## config.mk

```make
export PLATFORM = sky130hd
export DESIGN_NAME = strb_ctrl
export DESIGN_NICKNAME = d
export VERILOG_FILES = /design/src/rtl/strb_pkg.sv /design/src/rtl/strb_edge.sv /design/src/rtl/strb_lcnt.sv /design/src/rtl/strb_ctrl.sv
export SDC_FILE = /design/constraint.sdc
export NUM_CORES = 1
export LEC_CHECK = 0
export BUFFER_PORTS_ARGS = -buffer_cell sky130_fd_sc_hd__buf_4
export CAP_MARGIN = 20
export CORE_UTILIZATION = 55
export DETAILED_ROUTE_END_ITERATION = 8
export MAX_ROUTING_LAYER = met4
export PLACE_DENSITY = 0.82
export SLEW_MARGIN = 20
export SYNTH_ARGS = -nofsm -noshare
export SYNTH_HDL_FRONTEND = slang
export SYNTH_HIERARCHICAL = 1
export SYNTH_SLANG_ARGS = --single-unit
```

## constraint.sdc

```tcl
create_clock -name clk -period 2.67 [get_ports clk]
set_input_delay 0.6675 -clock clk [delete_from_list [all_inputs] [get_ports clk]]
set_output_delay 0.6675 -clock clk [all_outputs]
set_load 0.005 [all_outputs]
```

## src/rtl/strb_pkg.sv

```systemverilog
package strb_pkg;
   typedef enum logic [2:0] {
      ST_IDLE,
      ST_WFRM,
      ST_WLINE,
      ST_LINES,
      ST_FRAME
   } strb_st_e;

   localparam logic [1:0] MODE_XEN  = 2'b00;
   localparam logic [1:0] MODE_LED3 = 2'b11;
endpackage

```

## src/rtl/strb_edge.sv

```systemverilog
module strb_edge (
   input  logic clk,
   input  logic rst_n,
   input  logic lvl_i,
   output logic rise_o
);
   logic lvl_q;

   always_ff @(posedge clk or negedge rst_n) begin
      if (!rst_n) lvl_q <= 1'b0;
      else        lvl_q <= lvl_i;
   end

   assign rise_o = lvl_i & ~lvl_q;
endmodule

```

## src/rtl/strb_lcnt.sv

```systemverilog
module strb_lcnt #(
   parameter int CW = 16
) (
   input  logic          clk,
   input  logic          rst_n,
   input  logic          load_i,
   input  logic [CW-1:0] val_i,
   input  logic          tick_i,
   output logic          last_o
);
   logic [CW-1:0] cnt_q;

   always_ff @(posedge clk or negedge rst_n) begin
      if (!rst_n)      cnt_q <= '0;
      else if (load_i) cnt_q <= val_i;
      else if (tick_i) cnt_q <= cnt_q - CW'(1);
   end

   assign last_o = (cnt_q == CW'(1));
endmodule

```

## src/rtl/strb_ctrl.sv

```systemverilog
module strb_ctrl #(
   parameter int LED_W = 16,
   parameter int XW_W  = 2
) (
   input  logic             clk,
   input  logic             rst_n,
   input  logic             en_i,
   input  logic             pol_i,
   input  logic [1:0]       mode_i,
   input  logic [XW_W-1:0]  xw_i,
   input  logic [LED_W-1:0] led_w_i,
   input  logic             frame_i,
   input  logic             line_i,
   output logic             strobe_o,
   output logic             busy_o,
   output logic             en_clr_o
);
   import strb_pkg::*;

   localparam int CW = (LED_W > XW_W + 1) ? LED_W : XW_W + 1;

   if (LED_W < 1) begin : g_bad_led
      $error("LED_W must be at least 1");
   end
   if (XW_W < 1) begin : g_bad_xw
      $error("XW_W must be at least 1");
   end

   strb_st_e        st_q, st_d;
   logic            rise, accept;
   logic [1:0]      mode_q;
   logic [XW_W-1:0] xw_q;
   logic [CW-1:0]   xen_len, led_len, load_val;
   logic            load, tick, last;
   logic            is_led12;

   strb_edge u_edge (
      .clk    (clk),
      .rst_n  (rst_n),
      .lvl_i  (en_i),
      .rise_o (rise)
   );

   assign accept   = rise && (st_q == ST_IDLE);
   assign is_led12 = (mode_q != MODE_XEN) && (mode_q != MODE_LED3);

   if (CW == LED_W) begin : g_led_direct
      assign led_len = led_w_i;
   end else begin : g_led_ext
      assign led_len = {{(CW - LED_W){1'b0}}, led_w_i};
   end

   assign xen_len = CW'(xw_q) + CW'(1);

   always_ff @(posedge clk or negedge rst_n) begin
      if (!rst_n) begin
         st_q     <= ST_IDLE;
         mode_q   <= MODE_XEN;
         xw_q     <= '0;
         en_clr_o <= 1'b0;
      end else begin
         st_q     <= st_d;
         en_clr_o <= accept;
         if (accept) begin
            mode_q <= mode_i;
            xw_q   <= xw_i;
         end
      end
   end

   always_comb begin
      st_d = st_q;
      unique case (st_q)
         ST_IDLE:  if (accept) st_d = ST_WFRM;
         ST_WFRM:
            if (frame_i) begin
               if (mode_q == MODE_XEN)       st_d = ST_WLINE;
               else if (mode_q == MODE_LED3) st_d = ST_FRAME;
               else if (led_len == '0)       st_d = ST_IDLE;
               else                          st_d = ST_LINES;
            end
         ST_WLINE: if (line_i) st_d = ST_LINES;
         ST_LINES: if (line_i && last) st_d = ST_IDLE;
         ST_FRAME: if (frame_i) st_d = ST_IDLE;
         default:  st_d = ST_IDLE;
      endcase
   end

   assign load     = ((st_q == ST_WFRM) && frame_i && is_led12)
                   || ((st_q == ST_WLINE) && line_i);
   assign load_val = (st_q == ST_WLINE) ? xen_len : led_len;
   assign tick     = (st_q == ST_LINES) && line_i;

   strb_lcnt #(.CW(CW)) u_cnt (
      .clk    (clk),
      .rst_n  (rst_n),
      .load_i (load),
      .val_i  (load_val),
      .tick_i (tick),
      .last_o (last)
   );

   assign strobe_o = ((st_q == ST_LINES) || (st_q == ST_FRAME)) ? pol_i : ~pol_i;
   assign busy_o   = (st_q != ST_IDLE);
endmodule

```

* Yosys cells after proc, flatten, opt, wreduce, memory -nomap -nowiden *
Index checks and enable logic that the tools add are counted.

operators by class
  add/sub/neg operators = 2
  $mul = 0
  divide/modulo/power cells = 0
  $lt $le $gt $ge = 0
  equal/unequal tests = 12
  shifts and indexed selects = 0
  multiplexer cells = 13
  bitwise logic cells = 3
  reduce and logical (&&, ||, !) cells = 16

operator list
  kind                                                                    count
  16-bit 2-to-1 mux                                                       3
  3-bit 2-to-1 mux                                                        7
  16-bit by 1-bit equality test with 1-bit output, second input constant  1
  16-bit logical NOT                                                      1
  16-bit by 1-bit subtractor with 16-bit output, second input constant    1
  3-bit one-hot mux with 5 select lines                                   1
  2-bit != test, second input constant                                    6
  1-bit logical AND                                                       7
  3-bit by 2-bit equality test with 1-bit output, second input constant   2
  5-bit AND reduction                                                     1
  2-bit nonzero test                                                      2
  2-bit by 1-bit adder with 3-bit output, second input constant           1
  3-bit by 1-bit equality test with 1-bit output, second input constant   1
  3-bit equality test, second input constant                              1
  3-bit logical NOT                                                       1
  3-bit nonzero test                                                      1
  2-bit equality test, second input constant                              1
  2-bit logical NOT                                                       1
  1-bit logical OR                                                        2
  2-bit 2-to-1 mux                                                        1
  1-bit NOT                                                               2
  1-bit AND                                                               1
  1-bit 2-to-1 mux                                                        1

storage, ports and cells
  flip-flop bits (word level) = 25
  latch bits = 0
  memory bits (writable) = 0
  memory bits (read-only) = 0
  input port bits = 26
  output and inout port bits = 3
  logic and storage cells = 52
  memories = 0

* Logic depth before layout (Yosys ltp) *
Gate-level depths: netlist of run 1.

  depth in word-level cells = 6
  gate-level depth with buffers = 9
  depth with buffers taken out = 7

* Modules after synthesis *
Netlist of run 1, hierarchy kept.

modules (own cells, without submodules)
  module     times used  cells an instance  area each (µm²)  seq. area each (µm²)
  strb_lcnt  1           101                920.9            400.4
  strb_ctrl  1           75                 683.2            200.2
  strb_edge  1           2                  38.8             25.0

* Least setup slack after synthesis of run 1 *
Ideal clock, no wire load.

  path kind = register -> register
  start point = reg st_q[2]
  end point = reg u_cnt.cnt_q[15]
  setup time = 0.124 ns
  arrival time = 2.239 ns
  data required time = 2.546 ns
  slack = 0.307 ns
  cell stages (with the launch flop) = 8
  buffers on the path = 2
  clock period less this slack = 2.363 ns
  path through = dfrtp_1 buf_2 nand2b_1 nor2_1 or4b_2 clkbuf_1 o31a_1 o31a_1

on the way
  elaborated cells between the ends (all ways) = 11
  classes of those cells = eq/ne (3); mux (2); reduce/logical (6)

RTL lines
  element                                         RTL line         source
  from (decl)                                     strb_ctrl.sv:29  strb_st_e st_q, st_d;
  from (signal assigned)                          strb_ctrl.sv:62  st_q <= st_d;
  3-bit by 2-bit equality test with 1-bit output  strb_ctrl.sv:92  assign tick = (st_q == ST_LINES) && line_i;
  1-bit logical AND                               strb_ctrl.sv:92
  named net tick                                  strb_ctrl.sv:34  logic load, tick, last;
  2-bit nonzero test (no source line)             --
  to (signal assigned)                            strb_lcnt.sv:15  else if (load_i) cnt_q <= val_i;
  to (signal assigned)                            strb_lcnt.sv:16  else if (tick_i) cnt_q <= cnt_q - CW'(1);
  to (decl)                                       strb_lcnt.sv:11  logic [CW-1:0] cnt_q;

The timed path passes the listed nets, and every way through them passes these cells.
A chain may end at the register's enable or synchronous reset.

* Worst setup path after layout of run 1 *
  start point = reg u_cnt.cnt_q[11]
  end point = reg st_q[0]

on the way
  cells in the longest elaborated chain, start to end = 4

ends and longest elaborated chain
  element                                          RTL line         source
  16-bit by 1-bit equality test with 1-bit output  strb_lcnt.sv:19  assign last_o = (cnt_q == CW'(1));
  named net last                                   strb_ctrl.sv:34
  1-bit logical AND                                strb_ctrl.sv:83  ST_LINES: if (line_i && last) st_d = ST_IDLE;
  2-bit != test (no source line)                   --
  5-bit AND reduction (no source line)             --

The timed path passes the listed nets, and every way through them passes these cells.

==> flow_summary.yaml, run 1 <==
status:
  outcome: "complete, no violations"
cts:
  htreeDepth: 1
  tritoncts: "done"
  cts.clk_slew.worst_paths_ps: 140
  clock_latency_ps: 320
  cts-root-buf: "clkbuf_4"
  cts_sinks: 25
  cts.path.max_buffers: 2
  ctsHoldBuffers: 0
  post-cts-setup-buffer-count: 0
  cts_resized: 0
  cts_buffers: 3
routing:
  dr_total_vias: 1403
  routed_wl_um: 3620
  detail_route.wl_per_cell_um: 15.3
  drt_first_pass_iters: 4
  via_per_inst: 5.94
  drc_errors: 0
  drt_iter0_markers: 45
  ant_nets: 0
layout:
  drive_above_1_share: 0.224
  fin_nets: 238
  diodes: 0
  design_area_um2: 1920
  final_cell_mix: "buf_4 (34), dfrtp_1 (25), nand2_1 (19), nor2b_1 (16), o21ai_0 (16)"
  synthToLayoutAreaGrowth_pct: 16.8
  n_fill_cell: 222
  layout_commonest_cell: "buf_4"
floorplanning:
  coreArea_um2: 2780
  io_pins: 29
  die_y_um: 56.7
  initial_utilization: 0.591
  dieArea_um2: 3210
  rows: 19
  die_w_um: 56.7
worst_setup_path:
  rr_worst_depth: 6
  r2r_setup_slack_ps: 260
  startpoint_type: "flop"
  timing.rr.start: "u_cnt/cnt_q[11]"
  worstPathArrival_ps: 2640
  critical_path_class: "reg2reg"
  r2r_end: "st_q[0]"
  cp_max_fo: 4
  end_kind: "flop"
  required_ps: 2890
grt:
  antenna_found_initial: 0
  grt_pass1_wl_um: 6220
  gr-total-overflow: 0
  grt_max_degree: 26
  grt_pass1_vias: 1436
  grtUsageTotal: 0.256
timing:
  period_minus_slack_ps: 2410
  clock_skew_ps: 2.24
  setup_tns_ps: 0
  hold_viol: 0
  period_share: 0.903
  fmax_ghz: 0.415
  report.final.setup_viol: 0
  tightestPinTransition_ps: 576
  slew_viol_final: 0
  rsz0062_at_grt: "false"
  slew_headroom: 0.616
  timing.final.ws_setup_ps: 258
placement:
  dpl_cell_area_um2: 1890
  place_hpwl_um: 2770
  pre_cts_ws_ps: 306
  place.gp.congestion: 0.865
  io_buffers: 28
synth:
  synthArstFlopShare: 1.00
  ys_ff_latch: 25
  netlist_instances: 178
  synthFlopType: "dfrtp_1"
  synth_area_um2: 1640
  ys_types: 42
  synth_edf_count: 0
  ys_seq_area_frac: 0.381
  postSynthAreaPerCell_um2: 9.23
  synth_warnings: 6
  syn_nets: 210
flow_run:
  drv_cap: 0
power_and_ir_drop:
  power_density_nw_per_um2: 872
  p_leak_uw: 0.000825
  ir_worst_vdd_mv: 0.707
worst_hold_path:
  holdCritPathClass: "in2async"
## how the worst max path moves through the flow
stage               cells after the start               to  slack [ps]       startpoint
floorplan                               7  u_cnt/cnt_q[15]         310          st_q[2]
global placement                        7  u_cnt/cnt_q[11]         380           line_i
detailed placement                      6          st_q[0]         310  u_cnt/cnt_q[11]
CTS                                     6          st_q[0]         280  u_cnt/cnt_q[11]
global route                            6          st_q[0]         180  u_cnt/cnt_q[11]
finish                                  6          st_q[0]         260  u_cnt/cnt_q[11]
## per-layer routing
layer | wire (µm) | global-route usage
met5 | 0 | -
met4 | 68 | 0.118
met3 | 106 | 0.0415
met2 | 1900 | 0.429
met1 | 1540 | 0.300
## stage by stage
| step | utilization | hold WS (ps) | cells | power (µW) |
|---|---|---|---|---|
| finish | 0.690 | 227 | 236 | 1670 |
| global route | 0.690 | 230 | 236 | 1810 |
| floorplan | - | 372 | 178 | 1260 |
| global placement | 0.680 | 479 | 232 | 1440 |
| CTS | 0.690 | 229 | 236 | 1670 |
| detailed placement | 0.680 | 486 | 232 | 1490 |
## layout make-up
class	instances	area (µm²)	area share
multi-input cells	136	950	0.495
inverters	6	22.5	0.0117
well taps	31	38.8	0.0202
clock buffers	4	26.3	0.0137
repair buffers	34	255	0.133
flip-flops and latches	25	626	0.326
## sequential cells by signal, indices dropped and copies added (netlist names)
name,count
u_cnt/cnt_q,16
st_q,3
mode_q,2
xw_q,2
en_clr_o,1
u_edge/lvl_q,1
## power by group
group          switching, µW  total (µW)  internal [µW]
clock network            115         173           58.4
logic                    405         785            380
registers                179         716            537
## synth_stat cells, types with 2 or more instances
master | number | share of area
nand2_1 | 19 | 0.043
buf_2 | 3 | 0.0091
mux2_1 | 2 | 0.014
or3_1 | 3 | 0.011
nor3_1 | 5 | 0.015
xor2_1 | 4 | 0.021
nand4b_1 | 2 | 0.011
clkbuf_1 | 7 | 0.016
mux2i_1 | 2 | 0.012
o21ai_0 | 16 | 0.049
nor2b_1 | 16 | 0.061
o31a_1 | 2 | 0.011
nand3_1 | 3 | 0.0091
nor2_1 | 6 | 0.014
xnor2_1 | 8 | 0.043
a221o_1 | 3 | 0.018
inv_1 | 6 | 0.014
mux2_2 | 2 | 0.014
or4_1 | 2 | 0.0091
dfrtp_1 | 25 | 0.38
a21oi_1 | 2 | 0.0061
nor4_1 | 10 | 0.038
ha_1 | 6 | 0.046
and3_1 | 2 | 0.0076
nand2b_1 | 4 | 0.015
nor3b_1 | 2 | 0.0091
## worst max-delay path, stage by stage, from the launching register on
cell	delay, ps
dfrtp_1	440
or4_1	580
or4_4	450
nor4_1	410
and3_1	220
o21ai_1	70
o2bb2ai_2	150
## cell families after synthesis
| kind of cell | Yosys count | synth area share |
|---|---|---|
| simple gates | 83 | 0.308 |
| fa+ha+maj | 6 | 0.0457 |
| flops | 25 | 0.381 |
| compound gates | 29 | 0.118 |
| mux | 6 | 0.0396 |
| buf+inv | 17 | 0.0434 |
| xor+xnor | 12 | 0.0640 |
Note: power is estimated with default switching activity, not from simulation.
==> run 2: changes to the inputs <==
Settings changed: CORE_UTILIZATION 55 to 50, PLACE_DENSITY 0.82 to 0.78.
Clock period 2.67 ns to 2.2 ns, I/O delays scaled along.
==> run 2 against run 1 <==
  * Sequential power increased by 16%
  * Core utilization down 2.5 points
  * Critical path type unchanged
  * Largest power group unchanged
  * Cell area increased by 6.7%
  * Highest routed layer unchanged
  * Combinational power rose by 43%
==> flow_summary.yaml, run 2 (same netlist as run 1, synthesis figures left out) <==
layout:
  fin_nets: 249
  final_cell_mix: "buf_4 (45), dfrtp_1 (25), nand2_1 (19), nor2b_1 (16), o21ai_0 (16)"
  diodes: 0
  layout_commonest_cell: "buf_4"
  final_core_util: 0.665
  top_regs: "u_cnt/cnt_q x16, st_q x3"
  largest_reg_flops: 16
  n_fill_cell: 260
  largest_register: "u_cnt/cnt_q"
  drive_above_1_share: 0.278
  synthToLayoutAreaGrowth_pct: 24.6
placement:
  io_buffers: 28
  place.gp.congestion: 0.821
  place_hpwl_um: 2840
timing:
  tightestPinTransition_ps: 597
  rsz0062_at_grt: "false"
  clock_skew_ps: 6.36
  slew_headroom: 0.602
  report.final.setup_viol: 0
  fmax_ghz: 0.476
  hold_viol: 0
  period_share: 0.954
  hold_ws_ps: 115
  period_minus_slack_ps: 2100
  slew_viol_final: 0
  setup_tns_ps: 0
routing:
  drt_first_pass_iters: 4
  drc_errors: 0
  via_per_inst: 5.60
  routed_wl_um: 3680
  dr_total_vias: 1456
  drt_iter0_markers: 45
  detail_route.wl_per_cell_um: 14.2
  ant_nets: 0
worst_setup_path:
  cp_max_fo: 3
  startpoint_type: "flop"
  critical_path_class: "reg2reg"
  startpoint: "u_cnt/cnt_q[10]"
  required_ps: 2420
  end_kind: "flop"
  timing.rr.start: "u_cnt/cnt_q[10]"
  r2r_setup_slack_ps: 100
  worstPathArrival_ps: 2320
power_and_ir_drop:
  finalPower_uw: 2160
  ir_worst_vdd_mv: 0.465
  power_density_nw_per_um2: 1050
  p_leak_uw: 0.000883
cts:
  tritoncts: "done"
  cts_sinks: 25
  cts.path.max_buffers: 2
  clock_latency_ps: 310
  cts.clk_slew.worst_paths_ps: 140
  htreeDepth: 1
  cts_buffers: 3
  cts-root-buf: "clkbuf_4"
  ctsHoldBuffers: 0
floorplanning:
  initial_utilization: 0.534
  die_w_um: 59.3
  io_pins: 29
  rows: 20
  dieArea_um2: 3520
  die_y_um: 59.3
  coreArea_um2: 3080
grt:
  grt_max_degree: 26
  grt_pass1_vias: 1464
  gr-total-overflow: 0
  grt_pass1_wl_um: 6200
  grtUsageTotal: 0.240
  antenna_found_initial: 0
status:
  outcome: "complete, no violations"
flow_run:
  drv_cap: 0
worst_hold_path:
  holdCritPathClass: "in2async"
run 2: changes by cell type in the layout (fill, tap and decap cells not counted):
cell,before,now
buf_4,34,45
nand2b_1,4,3
nand2b_4,0,1
nor2_1,6,5
nor2_4,1,2
nor4_1,10,9
nor4_4,0,1
run 2: final cells by class:
cell class                 instances  area [µm²]  area share
inverter                           6        22.5      0.0110
clock buffer                       4        26.3      0.0128
timing repair buffer              45         338       0.165
multi-input combinational        136         980       0.479
sequential                        25         626       0.306
tap                               44        55.1      0.0269
run 2: critical path: stages, from the launching register on:
cell and delay (ps):
dfrtp_1 430, or4_1 540, or4_4 470, o31a_1 300, o31a_1 270
run 2: final timing paths:
check,endpoint,depth (start not counted)
worst min-delay path,u_cnt/cnt_q[6],1
worst max-delay path,u_cnt/cnt_q[15],4
min in group clk,u_edge/lvl_q,1
worst min register to register,xw_q[1],1
max in group asynchronous,u_cnt/cnt_q[13],1
worst max register to register,u_cnt/cnt_q[15],4
run 2: report_power, final:
part	switching [µW]	internal, µW
logic	557	564
clock network	138	70.8
registers	179	651
total	873	1290
run 2: routing by layer:
metal,track usage,routed length (µm)
met3,0.0415,118
met2,0.430,1920
met4,0.0748,53
met5,-,0
met1,0.268,1590
run 2: what timing repair did:
item                                    CTS  global route
endpoints found under the setup margin    1             2
setup buffers                             0             2
pin swaps                                 0             1
hold endpoints to repair                  0             0
resized for setup                         1             1
run 2: through the flow:
stage                     area [µm²]  cells  setup slack, ps
after floorplan                 1660    178             6.40
after global placement          1990    254             17.5
after detailed placement        1990    254            -5.53
after CTS                       2020    258             46.9
after global routing            2050    260             23.5
final                           2050    260              101
